==> src/rtl/alu8_pkg.sv <==
package alu8_pkg;
    localparam int DW = 8;
    localparam int NF = 4;
    localparam int OPW = 4;

    localparam int FN = 3;
    localparam int FV = 2;
    localparam int FZ = 1;
    localparam int FC = 0;

    typedef enum logic [OPW-1:0] {
        OP_ADD = 4'd0,
        OP_SUB = 4'd1,
        OP_AND = 4'd2,
        OP_OR  = 4'd3,
        OP_XOR = 4'd4,
        OP_CMP = 4'd5,
        OP_BTS = 4'd6,
        OP_INC = 4'd7,
        OP_DEC = 4'd8,
        OP_SHL = 4'd9,
        OP_SHR = 4'd10,
        OP_RTL = 4'd11,
        OP_RTR = 4'd12
    } alu_op_e;

    typedef enum logic [1:0] {
        SH_LEFT  = 2'd0,
        SH_RIGHT = 2'd1,
        RT_LEFT  = 2'd2,
        RT_RIGHT = 2'd3
    } shift_kind_e;

    typedef struct packed {
        logic [DW-1:0] res;
        logic [NF-1:0] flags;
        logic [NF-1:0] we;
        logic          dec;
    } alu_out_t;
endpackage

==> src/rtl/alu8_addsub.sv <==
module alu8_addsub
    import alu8_pkg::*;
(
    input  logic [DW-1:0] a,
    input  logic [DW-1:0] b,
    input  logic          sub,
    input  logic          cin,
    output logic [DW-1:0] sum,
    output logic          cout,
    output logic          ovf
);
    logic [DW-1:0] b_eff;
    logic [DW:0]   total;

    always_comb begin
        b_eff = sub ? ~b : b;
        total = {1'b0, a} + {1'b0, b_eff} + {{DW{1'b0}}, cin};
        sum   = total[DW-1:0];
        cout  = total[DW];
        ovf   = (a[DW-1] == b_eff[DW-1]) && (total[DW-1] != a[DW-1]);
    end
endmodule

==> src/rtl/alu8_shift.sv <==
module alu8_shift
    import alu8_pkg::*;
(
    input  logic [DW-1:0] val,
    input  logic          cin,
    input  shift_kind_e   kind,
    output logic [DW-1:0] res,
    output logic          cout
);
    always_comb begin
        case (kind)
            SH_LEFT: begin
                res  = {val[DW-2:0], 1'b0};
                cout = val[DW-1];
            end
            SH_RIGHT: begin
                res  = {1'b0, val[DW-1:1]};
                cout = val[0];
            end
            RT_LEFT: begin
                res  = {val[DW-2:0], cin};
                cout = val[DW-1];
            end
            default: begin
                res  = {cin, val[DW-1:1]};
                cout = val[0];
            end
        endcase
    end
endmodule

==> src/rtl/alu8_flagmask.sv <==
module alu8_flagmask
    import alu8_pkg::*;
(
    input  logic [OPW-1:0] op,
    output logic [NF-1:0]  we
);
    always_comb begin
        case (op)
            OP_ADD, OP_SUB:                         we = 4'b1111;
            OP_AND, OP_OR, OP_XOR, OP_INC, OP_DEC:  we = 4'b1010;
            OP_CMP, OP_SHL, OP_SHR, OP_RTL, OP_RTR: we = 4'b1011;
            OP_BTS:                                 we = 4'b1110;
            default:                                we = 4'b0000;
        endcase
    end
endmodule

==> src/rtl/alu8_core.sv <==
module alu8_core
    import alu8_pkg::*;
(
    input  logic                clk,
    input  logic                rst_n,
    input  logic [OPW-1:0]      op,
    input  logic [DW-1:0]       acc,
    input  logic [DW-1:0]       src,
    input  logic [NF-1:0]       flags_in,
    input  logic                d_in,
    output logic [DW-1:0]       result,
    output logic [NF-1:0]       flags_out,
    output logic [NF-1:0]       flag_we,
    output logic                d_out
);
    alu_out_t      out_d, out_q;
    logic [DW-1:0] as_sum, sh_res;
    logic          as_cout, as_ovf, sh_cout;
    logic          as_sub, as_cin;
    shift_kind_e   sh_kind;
    logic [NF-1:0] mask;

    always_comb begin
        as_sub = (op != OP_ADD);
        as_cin = (op == OP_CMP) ? 1'b1 : flags_in[FC];
        case (op)
            OP_SHL:  sh_kind = SH_LEFT;
            OP_SHR:  sh_kind = SH_RIGHT;
            OP_RTL:  sh_kind = RT_LEFT;
            default: sh_kind = RT_RIGHT;
        endcase
    end

    alu8_addsub u_addsub (
        .a    (acc),
        .b    (src),
        .sub  (as_sub),
        .cin  (as_cin),
        .sum  (as_sum),
        .cout (as_cout),
        .ovf  (as_ovf)
    );

    alu8_shift u_shift (
        .val  (src),
        .cin  (flags_in[FC]),
        .kind (sh_kind),
        .res  (sh_res),
        .cout (sh_cout)
    );

    alu8_flagmask u_mask (
        .op (op),
        .we (mask)
    );

    always_comb begin
        logic [DW-1:0] r;
        logic [NF-1:0] f;
        r = acc;
        f = flags_in;
        case (op)
            OP_ADD, OP_SUB: begin
                r = as_sum;
                f[FC] = as_cout;
                f[FV] = as_ovf;
            end
            OP_AND: r = acc & src;
            OP_OR:  r = acc | src;
            OP_XOR: r = acc ^ src;
            OP_INC: r = src + 1'b1;
            OP_DEC: r = src - 1'b1;
            OP_CMP: f[FC] = as_cout;
            OP_SHL, OP_SHR, OP_RTL, OP_RTR: begin
                r = sh_res;
                f[FC] = sh_cout;
            end
            default: ;
        endcase
        f[FN] = r[DW-1];
        f[FZ] = (r == '0);
        if (op == OP_CMP) begin
            f[FN] = as_sum[DW-1];
            f[FZ] = (as_sum == '0);
        end
        if (op == OP_BTS) begin
            f[FN] = src[DW-1];
            f[FV] = src[DW-2];
            f[FZ] = ((acc & src) == '0);
        end
        out_d.res   = r;
        out_d.flags = (f & mask) | (flags_in & ~mask);
        out_d.we    = mask;
        out_d.dec   = d_in;
    end

    always_ff @(posedge clk or negedge rst_n) begin
        if (!rst_n) out_q <= '0;
        else        out_q <= out_d;
    end

    assign result    = out_q.res;
    assign flags_out = out_q.flags;
    assign flag_we   = out_q.we;
    assign d_out     = out_q.dec;

    logic live_q;
    always_ff @(posedge clk or negedge rst_n) begin
        if (!rst_n) live_q <= 1'b0;
        else        live_q <= 1'b1;
    end


    keep_v_chk: assert property (@(posedge clk) disable iff (!rst_n)
        (live_q && !flag_we[FV]) |-> (flags_out[FV] == $past(flags_in[FV])));


    keep_c_chk: assert property (@(posedge clk) disable iff (!rst_n)
        (live_q && !flag_we[FC]) |-> (flags_out[FC] == $past(flags_in[FC])));


    shr_clears_n_chk: assert property (@(posedge clk) disable iff (!rst_n)
        (live_q && $past(op) == OP_SHR) |-> !flags_out[FN]);


    dec_pass_chk: assert property (@(posedge clk) disable iff (!rst_n)
        live_q |-> (d_out == $past(d_in)));


    reserved_mask_chk: assert property (@(posedge clk) disable iff (!rst_n)
        (live_q && $past(op) > OP_RTR) |-> (flag_we == 4'b0000 && result == $past(acc)));
endmodule

==> config.mk <==
export PLATFORM = sky130hd
export DESIGN_NAME = alu8_core
export DESIGN_NICKNAME = d
export VERILOG_FILES = /design/src/rtl/alu8_pkg.sv /design/src/rtl/alu8_addsub.sv /design/src/rtl/alu8_shift.sv /design/src/rtl/alu8_flagmask.sv /design/src/rtl/alu8_core.sv
export SDC_FILE = /design/constraint.sdc
export NUM_CORES = 1
export LEC_CHECK = 0
export ABC_CLOCK_PERIOD_IN_PS = 900
export BUFFER_PORTS_ARGS = -buffer_cell sky130_fd_sc_hd__buf_2
export CORE_MARGIN = 2
export CORE_UTILIZATION = 57
export CTS_CLUSTER_SIZE = 28
export DETAILED_ROUTE_END_ITERATION = 16
export PLACE_DENSITY_LB_ADDON = 0.1
export SLEW_MARGIN = 10
export SYNTH_ARGS = -nofsm -noshare
export SYNTH_HDL_FRONTEND = slang
export SYNTH_SLANG_ARGS = --single-unit
==> constraint.sdc <==
create_clock -name clk -period 0.9 [get_ports clk]
set_clock_uncertainty 0.1 [all_clocks]
set_input_delay 0.135 -clock clk [delete_from_list [all_inputs] [get_ports clk]]
set_output_delay 0.135 -clock clk [all_outputs]
set_load 0.1 [all_outputs]
==> impl_metrics.ini, run 1 <==
[clock_tree]
cts.sinks = 16
clockRootBuffer = clkbuf_8
h-tree-depth = 1
clockBufferDepth = 2
cts-buffers-inserted = 3

[placed_design]
postPlaceCellArea_sq_mm = 0.003568
dp_hpwl_mm = 6.920
gp_congestion = 0.9906
port_buffers = 43

[synth]
syn_area_sq_mm = 0.002333
ys_seq_area_share_pct = 17.16
syn-num-nets = 350
ys_warn_count = 0
synth-async-reset-ratio_pct = 100.0
postSynthAreaPerCell_sq_um = 7.883
synth-edff-count = 0
ys_ff_latch = 16
yosysUniqueCellTypes = 63
synthCells = 296
synth_flop_cell = dfrtp_1

[sta]
endpoint_type = register data pin
crit_endpoint = flags_out[1]$_DFF_PN0_/D

[floorplanning]
fp.dieH_um = 67.99
die_w_um = 67.99
ios = 44
start_util_pct = 58.76
rows = 23

[outcome]
tool.error = [ERROR DPL-0038] Utilization greater than 100%, impossible to legalize
lastStage = 5_1_grt
status = aborted with a tool error

[global_routing]
grt_max_degree = 31
timing repair:
item                                    CTS
endpoints found under the setup margin   32
setup buffers                            13
hold buffers                              2
endpoints found under the hold margin    17
pin swaps                                36
cloned                                    0
resized for setup                        39
synthesized netlist by cell type, drive strengths merged, types with 3 or more instances:
cell type | number | area, sq um
ha | 25 | 312.8
inv | 22 | 82.58
nand2 | 22 | 82.58
o21ai | 18 | 90.09
dfrtp | 16 | 400.4
xnor2 | 16 | 140.1
clkbuf | 15 | 56.30
nor2 | 13 | 48.80
a21oi | 9 | 45.04
buf | 9 | 52.55
nand2b | 9 | 56.30
nand3 | 8 | 40.04
nor3 | 8 | 40.04
or3 | 7 | 43.79
nand3b | 5 | 37.54
nand4 | 5 | 31.28
nor2b | 5 | 31.28
nor4 | 5 | 37.53
o22ai | 5 | 31.28
o32ai | 5 | 51.30
o211ai | 4 | 30.03
a211o | 3 | 26.28
a21o | 3 | 22.52
and2 | 3 | 18.77
o221ai | 3 | 26.28
o22a | 3 | 26.28
o32a | 3 | 30.03
xor2 | 3 | 26.28
kinds of logic after synthesis:
kind of cell / count (synthesis) / synth area share, %
AO/OA/AOI/OAI: 81 / 25.36
buffers and inverters: 46 / 8.204
multiplexers: 4 / 1.823
adder cells (fa/ha/maj): 27 / 15.12
XOR/XNOR: 19 / 7.131
flip-flops: 16 / 17.16
AND/OR/NAND/NOR: 103 / 25.20
through the flow:
| stage | TNS [ps] | std cells | worst slack, ps | hold slack (ps) | utilization [%] |
|---|---|---|---|---|---|
| 2_1_floorplan | -24890 | 296 | -2789 | -260.6 | - |
| 3_3_place_gp | -26190 | 461 | -2549 | -52.41 | 89.86 |
| 3_5_place_dp | -27230 | 461 | -2641 | -44.07 | 89.86 |
| 4_1_cts | -24610 | 471 | -2292 | 54.76 | 96.31 |
==> inputs of run 2 (changes only) <==
Settings changed: CORE_UTILIZATION 57 to 40, CTS_CLUSTER_SIZE 28 to not set, PLACE_DENSITY_LB_ADDON 0.1 to 0.15.
==> impl_metrics.ini, run 2 <==
[setup_path]
crit_start = op[1]
cp-end-kind = flip-flop
arrival_ps = 3290
path_cells = buf_6, or3_4, nor2_4, xnor2_2, fa_2, fa_2, xnor2_2, o22ai_1, a32oi_1, a21oi_2, or4_1, or3_1, o32ai_2
critPathLaunchType = primary input
crit_path_top_delay_cell = or4_1
critPathMaxStageDelay_ps = 540
crit_fanout = 2
path_buf_inv = 1
crit_type = in2reg
critPathRequiredTime_ps = 950
crit_family = simple AND/OR/NAND/NOR gates

[worst_hold_path]
min_from = flags_in[2]
timing.hold.worst.class = in2reg

[routing]
drc_errors = 0
ant_nets = 0
drt-total-wl_mm = 8.148
drt-pass1-iter-count = 5
wire_per_inst_um = 16.46
vias = 2818
initialDrtViolationCount = 293
drt-vias-per-instance = 5.693

[floorplanning]
dieArea_sq_mm = 0.006461
rows = 27
core_area_sq_mm = 0.005574
ios = 44
die_w_um = 80.38
start_util_pct = 41.86
fp.dieH_um = 80.38

[finish]
mostFrequentLayoutCell = buf_4
layoutNonFillerInstCount = 495
seq_area_sq_um = 421.7
fin_nets = 478
n_fill_cell = 456
final_cell_mix = buf_4, ha_1, buf_2
layout-drive-gt1-share_pct = 46.10
multi_input_area_sq_mm = 0.001873
largest_reg_flops = 8
area_growth_pct = 62.95
n_antenna_cell = 0

[sta]
rsz0062_at_grt = yes
hold_viol_final = 0
worstMarginPinSlew_ps = 355.9
maxSlewViolCount = 0
timing.final.crit_share_pct = 360.6
finalCriticalPeriod_ps = 3246
fmax_ghz = 0.3081
setup_viol = 32
slew_headroom_pct = 76.02
layout_setup_ws_ps = -2346
setup_tns_ps = -25150

[synth]
ys_seq_area_share_pct = 17.16
synth_top_cell_area_share_pct = 17.16
ys_warn_count = 0
yosysUniqueCellTypes = 63
synth_top_area_cell = dfrtp_1
postSynthAreaPerCell_sq_um = 7.883
synth-edff-count = 0
synth_area_leaders = dfrtp_1, ha_1, xnor2_1
syn_area_sq_mm = 0.002333
synth_flop_cell = dfrtp_1
synthCells = 296
synth_commonest_cells = ha_1, inv_1, nand2_1
yosysMostFrequentCell = ha_1
syn-num-nets = 350
ys_ff_latch = 16
synth-async-reset-ratio_pct = 100.0

[outcome]
status = complete, but fails checks
violations = negative setup slack

[global_routing]
grtUsageMet2_pct = 46.00
grt_use_total_pct = 25.94
use_met1_pct = 32.83
grt_pass1_wl_mm = 13.19
grt_use_met3_pct = 2.247
grt_max_degree = 30
grt_pass1_vias = 2726
grt_busiest_layer = met2
overflow = 0
antenna_found_initial = 0

[clock_tree]
h-tree-depth = 1
clockRootBuffer = clkbuf_8
cts-buffers-inserted = 3
cts.sinks = 16
cts_tree = done
clkSlewWorstSetupHoldPaths_ps = 60
clockBufferDepth = 2

[placed_design]
placed_cells = 485
port_buffers = 43
dp_hpwl_mm = 6.660
post-place-ws_ps = -2640
gp_congestion = 0.9186

[power_and_ir_drop]
power_uw = 4365
power_density_mw_per_mm2 = 1148
ir_worst_vdd_v = 0.001032
leakage_uw = 0.001762

[flow_run]
maxCapViolations = 0
[run 2: what timing repair did]
action	CTS	global route
gates resized for setup	10	9
cloned	0	0
setup endpoints to repair	32	32
pin swaps	15	13
buffers inserted	4	4
hold endpoints to repair	17	0
hold buffers	2	0
[run 2: per-stage QoR]
step,utilization (%),hold WS [ps],area (sq um)
6_report,68.22,55.99,3802
5_1_grt,68.22,62.54,3802
4_1_cts,66.96,57.64,3732
3_5_place_dp,64.78,-42.33,3611
3_3_place_gp,64.78,-51.10,3611
2_1_floorplan,-,-260.6,2517
[run 2: final timing paths]
kind                                     endpoint  slack, ps  depth (start not counted)
max in group asynchronous    flag_we[1]$_DFF_PN0_        200                          2
min                        flags_out[2]$_DFF_PN0_         60                          3
min in group asynchronous  flags_out[1]$_DFF_PN0_        220                          2
max                        flags_out[1]$_DFF_PN0_      -2350                         13
[run 2: logic make-up after synthesis]
group,Yosys count,synth area share [%]
simple gates,103,25.20
compound gates,81,25.36
buf+inv,46,8.204
fa+ha+maj,27,15.12
xor+xnor,19,7.131
flops,16,17.16
mux,4,1.823
[run 2: area by class of cell]
cell class | count | share of cell area [%]
repair buffers | 147 | 33.66
multi-input cells | 234 | 49.26
well taps | 72 | 2.369
clock buffers | 4 | 1.448
inverters | 22 | 2.172
flip-flops and latches | 16 | 11.09
[run 2: per-layer routing]
metal / wire, um / part of all wire, %
met5: 0 / 0
met4: 279 / 3.4
met3: 559 / 6.9
met2: 3985 / 49
met1: 3323 / 41
[run 2: power by group]
part	total (uW)	internal, uW	switching, uW	leakage, uW
logic	2870	1280	1590	0.00156
clock network	601	387	214	0.0000288
registers	898	822	75.7	0.000174
No activity file was read; power rests on OpenSTA's default activity.
==> inputs of run 3 (changes only) <==
Settings changed: SYNTH_HIERARCHICAL set to 1.
==> impl_metrics.ini, run 3 <==
[setup_path]
crit_family = compound AO/OA/AOI/OAI gates
crit_path_top_delay_cell = fa_2
crit_type = in2reg
critPathMaxStageDelay_ps = 400
critPathRequiredTime_ps = 960
cp-end-kind = flip-flop
crit_fanout = 3
arrival_ps = 3390
crit_start = op[0]
path_buf_inv = 3
critPathLaunchType = primary input
path_cells = buf_8, inv_4, nor2_4, nand2_2, nand2b_1, inv_2, fa_2, fa_2, nor2b_4, o31a_1, o31ai_2, a21boi_2, a221o_1, a222oi_1, o22ai_1, or3b_1, o31ai_2

[synth]
ys_seq_area_share_pct = 16.02
synth-edff-count = 0
postSynthAreaPerCell_sq_um = 8.173
synthCells = 325
ys_ff_latch = 17
synth_top_area_cell = dfrtp_1
synth_area_leaders = dfrtp_1, ha_1, inv_1
synth_flop_cell = dfrtp_1
syn-num-nets = 382
synth-async-reset-ratio_pct = 100.0
syn_area_sq_mm = 0.002656
synth_top_cell_area_share_pct = 16.02
synth_commonest_cells = inv_1, ha_1, nor2_1
yosysUniqueCellTypes = 78
ys_warn_count = 6
yosysMostFrequentCell = inv_1

[finish]
largest_reg_flops = 8
mostFrequentLayoutCell = buf_4
layoutNonFillerInstCount = 558
final_cell_mix = buf_4, inv_1, ha_1
utilization_pct = 71.26
n_antenna_cell = 0
layout-drive-gt1-share_pct = 51.98
fin_area_sq_mm = 0.004551
fin_nets = 539
area_growth_pct = 71.31

[global_routing]
antenna_found_initial = 0
grt_max_degree = 25
overflow = 0
grt_pass1_vias = 3079
grt_use_total_pct = 27.37
grt_pass1_wl_mm = 15.79

[routing]
met2WireLength_mm = 5.033
drc_errors = 0
wl_met1_mm = 4.123
vias = 3229
drt-vias-per-instance = 5.787
drt-total-wl_mm = 10.23
initialDrtViolationCount = 232
ant_nets = 0
met3_length_um = 679
drt-pass1-iter-count = 5
top_layer_used = met4
wire_per_inst_um = 18.32

[sta]
slew_headroom_pct = 57.76
rsz0062_at_grt = yes
maxSlewViolCount = 0
hold_viol_final = 0
finalCriticalPeriod_ps = 3328
layout_setup_ws_ps = -2428
timing.final.crit_share_pct = 369.8
fmax_ghz = 0.3004
worstMarginPinSlew_ps = 615.9
setup_viol = 33

[clock_tree]
cts_tree = done
h-tree-depth = 1
clkSlewWorstSetupHoldPaths_ps = 60
cts-buffers-inserted = 3
clockBufferDepth = 2
clockRootBuffer = clkbuf_8
cts.sinks = 17

[placed_design]
port_buffers = 43
postPlaceCellArea_sq_mm = 0.003958
post-place-ws_ps = -2765
gp_congestion = 0.9353
placed_cells = 527
dp_hpwl_mm = 7.637

[floorplanning]
fp.dieH_um = 85.49
ios = 44
rows = 29
start_util_pct = 41.59
die_w_um = 85.49
dieArea_sq_mm = 0.007309
core_area_sq_mm = 0.006386

[power_and_ir_drop]
power_uw = 4818
ir_worst_vdd_v = 0.001256
leakage_uw = 0.002181
power_density_mw_per_mm2 = 1059

[flow_run]
maxCapViolations = 0

[worst_hold_path]
timing.hold.worst.class = in2reg
min_from = flags_in[3]

[outcome]
status = complete, but fails checks
violations = negative setup slack
## run 3: timing repair
item,CTS,global route
buffers inserted,13,19
resized for setup,42,41
pin swaps,29,31
setup endpoints to repair,33,33
hold buffers,2,0
hold endpoints to repair,18,0
## run 3: where the power goes
group | internal (uW) | switching [uW]
Combinational | 1520 | 1810
Sequential | 866 | 70.6
Clock | 307 | 246
## run 3: final cells by class
type / count / area (sq um)
Tap cell: 77 / 96.34
Clock buffer: 3 / 41.29
Multi-Input combinational cell: 258 / 2273
Inverter: 33 / 131.4
Sequential cell: 17 / 445.4
Fill cell: 490 / 1836
Timing Repair Buffer: 169 / 1558
Clock inverter: 1 / 5.005
## run 3: per-layer routing
metal  up-vias  global-route usage (%)
met1      1536                   35.35
li1       1514                       -
met2       146                   46.80
met5         -                       0
met3        33                   2.695
met4         0                   11.11
## run 3: stage by stage
step                      TNS (ps)  hold slack, ps
after floorplan             -21030          -260.6
after global placement      -25750          -41.33
after detailed placement    -26330          -33.70
after CTS                   -24210           6.292
after global routing        -26060           19.91
final                       -24570           9.050
## run 3: path summary, 6_finish.rpt
path | to | slack (ps) | depth (start not counted)
max | flags_out[1]$_DFF_PN0_ | -2430 | 17
min | flags_out[3]$_DFF_PN0_ | 9 | 2
max in group asynchronous | result[7]$_DFF_PN0_ | 190 | 2
min in group asynchronous | flags_out[0]$_DFF_PN0_ | 220 | 2
## run 3: cells by family after synthesis
| logic type | after synthesis | synth area share, % |
|---|---|---|
| AO/OA/AOI/OAI | 106 | 29.96 |
| flip-flops | 17 | 16.02 |
| multiplexers | 10 | 5.134 |
| buffers and inverters | 50 | 8.855 |
| AND/OR/NAND/NOR | 96 | 19.78 |
| adder cells (fa/ha/maj) | 30 | 14.70 |
| XOR/XNOR | 16 | 5.558 |
